### src/rtl/bl_guard.sv
module bl_guard #(
  parameter int ADDR_W = 32
) (
  input  logic              clk,
  input  logic              rst_n,
  input  logic              acc_valid,
  input  logic [ADDR_W-1:0] acc_addr,
  input  logic              acc_write,
  input  logic              priv_kernel,
  input  logic              cfg_we,
  input  logic              cfg_sel,
  input  logic [ADDR_W-1:0] cfg_data,
  output logic              acc_grant,
  output logic              acc_fault,
  output logic              cfg_fault
);
  localparam int SUM_W = ADDR_W + 1;

  logic [ADDR_W-1:0] base_q, size_q;
  logic [SUM_W-1:0]  win_end;
  logic              in_win, allow, cfg_ok;

  assign win_end   = {1'b0, base_q} + {1'b0, size_q};
  assign in_win    = (acc_addr >= base_q) && ({1'b0, acc_addr} < win_end);
  assign allow     = priv_kernel | in_win;
  assign acc_grant = acc_valid & allow;
  assign acc_fault = acc_valid & ~allow;
  assign cfg_ok    = cfg_we & priv_kernel;

  always_ff @(posedge clk or negedge rst_n) begin
    if (!rst_n) begin
      base_q    <= '0;
      size_q    <= '0;
      cfg_fault <= 1'b0;
    end else begin
      cfg_fault <= cfg_we & ~priv_kernel;
      if (cfg_ok && !cfg_sel) base_q <= cfg_data;
      if (cfg_ok && cfg_sel)  size_q <= cfg_data;
    end
  end

  AST_ONE_HOT_DECISION: assert property (@(posedge clk) disable iff (!rst_n)
    acc_valid |-> (acc_grant ^ acc_fault));
  AST_IDLE_QUIET: assert property (@(posedge clk) disable iff (!rst_n)
    !acc_valid |-> (!acc_grant && !acc_fault));
  AST_KERNEL_PASS: assert property (@(posedge clk) disable iff (!rst_n)
    (acc_valid && priv_kernel) |-> acc_grant);
  AST_USER_CFG_IGNORED: assert property (@(posedge clk) disable iff (!rst_n)
    (cfg_we && !priv_kernel) |=> ($stable(base_q) && $stable(size_q)));
  AST_PRIV_FLAG_RAISED: assert property (@(posedge clk) disable iff (!rst_n)
    (cfg_we && !priv_kernel) |=> cfg_fault);
  AST_PRIV_FLAG_QUIET: assert property (@(posedge clk) disable iff (!rst_n)
    !(cfg_we && !priv_kernel) |=> !cfg_fault);
  AST_EMPTY_WINDOW: assert property (@(posedge clk) disable iff (!rst_n)
    (acc_valid && !priv_kernel && size_q == '0) |-> acc_fault);
  AST_DIR_ANSWERED: assert property (@(posedge clk) disable iff (!rst_n)
    (acc_valid && acc_write) |-> (acc_grant || acc_fault));
endmodule

### config.mk
export PLATFORM = sky130hd
export DESIGN_NAME = bl_guard
export DESIGN_NICKNAME = d
export VERILOG_FILES = /design/src/rtl/bl_guard.sv
export SDC_FILE = /design/constraint.sdc
export NUM_CORES = 1
export LEC_CHECK = 0
export ABC_AREA = 0
export CORE_ASPECT_RATIO = 0.5
export CORE_MARGIN = 3
export CORE_UTILIZATION = 40
export DETAILED_ROUTE_END_ITERATION = 6
export PLACE_DENSITY_LB_ADDON = 0.3
export SLEW_MARGIN = 10
export SYNTH_ARGS = -nofsm -noshare
export SYNTH_HDL_FRONTEND = slang
export SYNTH_SLANG_ARGS = --single-unit
### constraint.sdc
create_clock -name clk -period 5.55 [get_ports clk]
set_clock_uncertainty 0.15 [all_clocks]
set_input_delay 0.8325 -clock clk [delete_from_list [all_inputs] [get_ports clk]]
set_output_delay 0.8325 -clock clk [all_outputs]
set_load 0.02 [all_outputs]
# Word-level counts from Yosys, hierarchy flattened

Cells that the tools add are included.

Bits in read-only memories: 0
Register bits after elaboration: 65
Latch bits: 0
Bits in writable memories: 0
Output and inout bits: 3
Bits of input ports: 71
Memories: 0

Order comparisons: 2
Reductions and logical operators: 4
Eq/ne operators: 0
Multiplexer cells: 0
Div/mod/pow operators: 0
$mul: 0
Bitwise gates (word level): 7
Add/subtract/negate cells: 1
Shift-type cells: 0

Operators by type and width:

| operator                              | number |
|---|---|
| adder 32 x 32 -> 33 bit               | 1 |
| less-than comparator 32 x 33 -> 1 bit | 1 |
| >= comparator 32 bit                  | 1 |
| AND 1 bit                             | 4 |
| logical AND 1 bit                     | 3 |
| NOT 1 bit                             | 2 |
| logical NOT 1 bit                     | 1 |
| bitwise OR 1 bit                      | 1 |

# Depth between registers and ports, before layout

Word-level depth: 6
Gate-level depth with buffers: 19

# Least setup slack after synthesis

Ideal clock, no wire load.

Path kind: flip-flop to output port
Start point: register base_q[0]
End point: output port acc_grant
Stages on the path, launching flop included: 20
Buffers on the path: 0
Setup slack: 0.396 ns
Data arrival time: 4.171 ns
Path through: dfrtp_1 > ha_1 > fa_1 > a211oi_1 > o21bai_1 > a21oi_1 > o41ai_2 > a31oi_4 > o31ai_1 > a21oi_1 > xor2_1 > ha_1 > a21o_1 > a21o_1 > a2111oi_0 > o311ai_0 > nor2_1 > a21oi_1 > a32oi_1 > and2_1

Longest elaborated chain between the ends: 5
Elaborated cells between the ends (all ways): 6

RTL lines:

| item                                  | line | source |
|---|---|---|
| from (decl)                           | 19   | `logic [ADDR_W-1:0] base_q, size_q;` |
| from (signal assigned)                | 37   | `if (cfg_ok && !cfg_sel) base_q <= cfg_data;` |
| adder 32 x 32 -> 33 bit               | 23   | `assign win_end = {1'b0, base_q} + {1'b0, size_q};` |
| less-than comparator 32 x 33 -> 1 bit | 24   | `assign in_win = (acc_addr >= base_q) && ({1'b0, acc_addr} < win_end);` |
| logical AND 1 bit (*)                 | 24   |  |
| bitwise OR 1 bit (*)                  | 25   | `assign allow = priv_kernel \| in_win;` |
| AND 1 bit (*)                         | 26   | `assign acc_grant = acc_valid & allow;` |
| to (decl)                             | 13   | `output logic acc_grant,` |

Every way passes the cells marked *; elsewhere a longest branch is shown, timed or not.

# Worst setup path in the final report

Same ends and word-level chain as after synthesis.

==> flow_summary.ini <==
[placement]
dp_slack_ns = -0.370
io_buffers = 72
gp_congestion = 0.860
place_area_mm2 = 0.00669
dpl.hpwl_um = 10200

[yosys]
synth_area_leaders = dfrtp_1, ha_1, mux2_2
synth.cell_area_mm2 = 0.00543
yosys_warnings = 0
yosys.area.top_type_share = 0.299
synth_flop_cell = dfrtp_1
synth_edf_count = 0
yosysTopAreaCell = dfrtp_1
syn_area_per_cell_um2 = 10.1
ys_seq_area_frac = 0.299
yosysUniqueCellTypes = 53
netlist_instances = 540
synth_fp_nets = 707
async_reset_ff_frac = 1.00
ys_seq_elements = 65

[global_routing]
grt_max_degree = 66
antenna_found_initial = 0
grt_overflow = 0
grt_usage = 0.178
first_global_vias = 4588
grt_pass1_wl_um = 21400

[run_status]
outcome = complete, but fails checks
violations = negative setup slack

[floorplanning]
start_util = 0.419
die_area_mm2 = 0.0151
ioPinCount = 74
std_cell_rows = 29
core_area_mm2 = 0.0130
fp.dieW_um = 171
die_y_um = 88.4

[worst_setup_path]
slowest_stage = dfrtp_1
startpoint_type = flip-flop
r2r_setup_slack_ns = 4.44
required_ns = 4.57
rr_endpoint = base_q[1]$_DFFE_PN0P_
cp_slowest_stage_delay_ns = 0.38
reg2reg_from = base_q[1]$_DFFE_PN0P_
crit_path_cell_trace = ha_2, fa_2, a211oi_2, o21bai_1, a21oi_1, buf_4, o41ai_4, a31oi_4, buf_4, o21ai_2, and4_1, nor3_2, ha_1, a21oi_1, nor2b_1, a2111oi_4, buf_4, o311ai_1, nor2_1, a21oi_1, a32oi_2, and2_4, buf_6
path_class = flip-flop to output pin
reg2regPathDepth = 2
path_buf_inv = 4
crit_path_end_kind = output pin
crit_arrival_ns = 4.64
worstPathMaxFanout = 3
crit_family = compound AO/OA/AOI/OAI gates

[cells_and_area]
seq_area_mm2 = 0.00163
drive_gt1_frac = 0.244
antennaDiodeCount = 0
post-route-util = 0.554
multi_input_area_mm2 = 0.00376
final_cell_area_mm2 = 0.00717
mostFrequentLayoutCell = ha_1
fin_nets = 837
final_cell_mix = ha_1, clkdlybuf4s50_1, dfrtp_1
fillers = 1140
area_growth_pct = 32.1

[hold_path]
worstHoldStart = size_q[16]$_DFFE_PN0P_
min_to = size_q[16]$_DFFE_PN0P_
holdPathStages = 1
min_path_type = flip-flop to flip-flop

[clock_tree]
clk_latency_ns = 0.33
cts_tree = built
numCtsBuffers = 9
cts.clk_slew.worst_paths_ns = 0.05
root_buffer = clkbuf_16
numClockSinks = 65
htreeDepth = 3
cts_hold_buf = 0
clk_path_buf_depth = 2

[power_and_ir_drop]
power_density_mw_per_mm2 = 401
leakagePower_nw = 3.41
vdd_drop_max_mv = 0.166
power_w = 0.00287

[sta]
min_period_ns = 5.62
finalSetupViolations = 2
worst_pin_slew_ns = 0.838
fin_ws_ns = -0.0739
drv_slew = 0
rsz0062_at_grt = yes
fin_crit_sh = 1.01
relSlewSlack = 0.442
hold_violations = 0
max_freq_mhz = 178

[route]
drt_wl_total_um = 13300
wl_per_cell_um = 15.8
dr.pass1.iters = 4
via_per_inst = 5.32
vias = 4483
ant_nets = 0
drc = 0
first_iter_violations = 173

[job]
cap_violations = 0
-- flip-flops by register name (all words and copies together), names as in the netlist --
name / flops
base_q: 32
size_q: 32
cfg_fault: 1
-- power breakdown --
| group | leakage, nW | switching (W) | internal (W) |
|---|---|---|---|
| logic | 2.50 | 0.000831 | 0.000865 |
| registers | 0.770 | 0.0000661 | 0.000564 |
| clock network | 0.144 | 0.000197 | 0.000352 |
| total | 3.41 | 0.00109 | 0.00178 |
-- metal layers --
layer  track usage  share of wire
met1         0.241           0.50
met2         0.294           0.45
met3        0.0370          0.038
met4        0.0442          0.013
met5             0              0
-- synth_stat cells (all sizes together), types with 2 or more instances --
| cell type | number |
|---|---|
| xnor2 | 14 |
| o31ai | 4 |
| a21oi | 46 |
| and3 | 3 |
| nor2 | 16 |
| nand2 | 23 |
| o21bai | 5 |
| nand2b | 7 |
| o311ai | 2 |
| o41ai | 3 |
| a21o | 31 |
| nand4 | 12 |
| nor3b | 2 |
| nor4 | 3 |
| a211oi | 3 |
| nor2b | 5 |
| o21a | 4 |
| ha | 95 |
| a221oi | 3 |
| nor3 | 6 |
| mux2 | 64 |
| dfrtp | 65 |
| xor2 | 14 |
| a211o | 2 |
| nand3 | 9 |
| clkbuf | 8 |
| a31oi | 5 |
| buf | 3 |
| a2111oi | 2 |
| inv | 39 |
| o21ai | 27 |
-- worst max-delay path by stage --
stage / startpoint / endpoint / slack (ns) / depth (start not counted)
global route: base_q[0]$_DFFE_PN0P_ / acc_grant / -0.26 / 23
CTS: size_q[0]$_DFFE_PN0P_ / acc_grant / 0.001 / 22
global placement: base_q[1]$_DFFE_PN0P_ / acc_grant / -0.34 / 20
floorplan: base_q[0]$_DFFE_PN0P_ / acc_grant / 0.40 / 19
detailed placement: base_q[0]$_DFFE_PN0P_ / acc_grant / -0.37 / 22
finish: base_q[0]$_DFFE_PN0P_ / acc_grant / -0.07 / 23
-- worst reg2reg max path: cells and delay by family, from the launching register on --
kind	cells	cell delay, ns
buffers and inverters	1	0.16
multiplexers	1	0.26
flip-flops	1	0.42
-- final cells by class --
class	instances	share of cell area
Multi-Input combinational cell	425	0.524
Sequential cell	65	0.227
Timing Repair Buffer	130	0.160
Clock buffer	10	0.0333
Tap cell	170	0.0296
Inverter	39	0.0204
Clock inverter	4	0.00628
-- repair_timing --
| action | CTS | global route |
|---|---|---|
| resized for setup | 22 | 10 |
| endpoints found under the setup margin | 2 | 2 |
| pin swaps | 13 | 18 |
| setup buffers | 5 | 4 |
-- stage by stage --
step / std cells / hold WS (ns) / setup TNS, ns
after floorplan: 540 / 0.334 / 0
after global placement: 820 / 0.346 / -0.538
after detailed placement: 820 / 0.352 / -0.604
after CTS: 839 / 0.363 / 0
after global routing: 843 / 0.377 / -0.462
final: 843 / 0.361 / -0.0897
-- cells by family after synthesis --
| logic type | Yosys count | share of synthesized area |
|---|---|---|
| adders and majority gates | 96 | 0.223 |
| xor gates and xnor gates | 28 | 0.0452 |
| AOI/OAI and AO/OA | 147 | 0.182 |
| DFF | 65 | 0.299 |
| muxes | 64 | 0.133 |
| and+or+nand+nor | 90 | 0.0839 |
| buffers and inverters | 50 | 0.0346 |
Power figures use the tool's default switching activity.
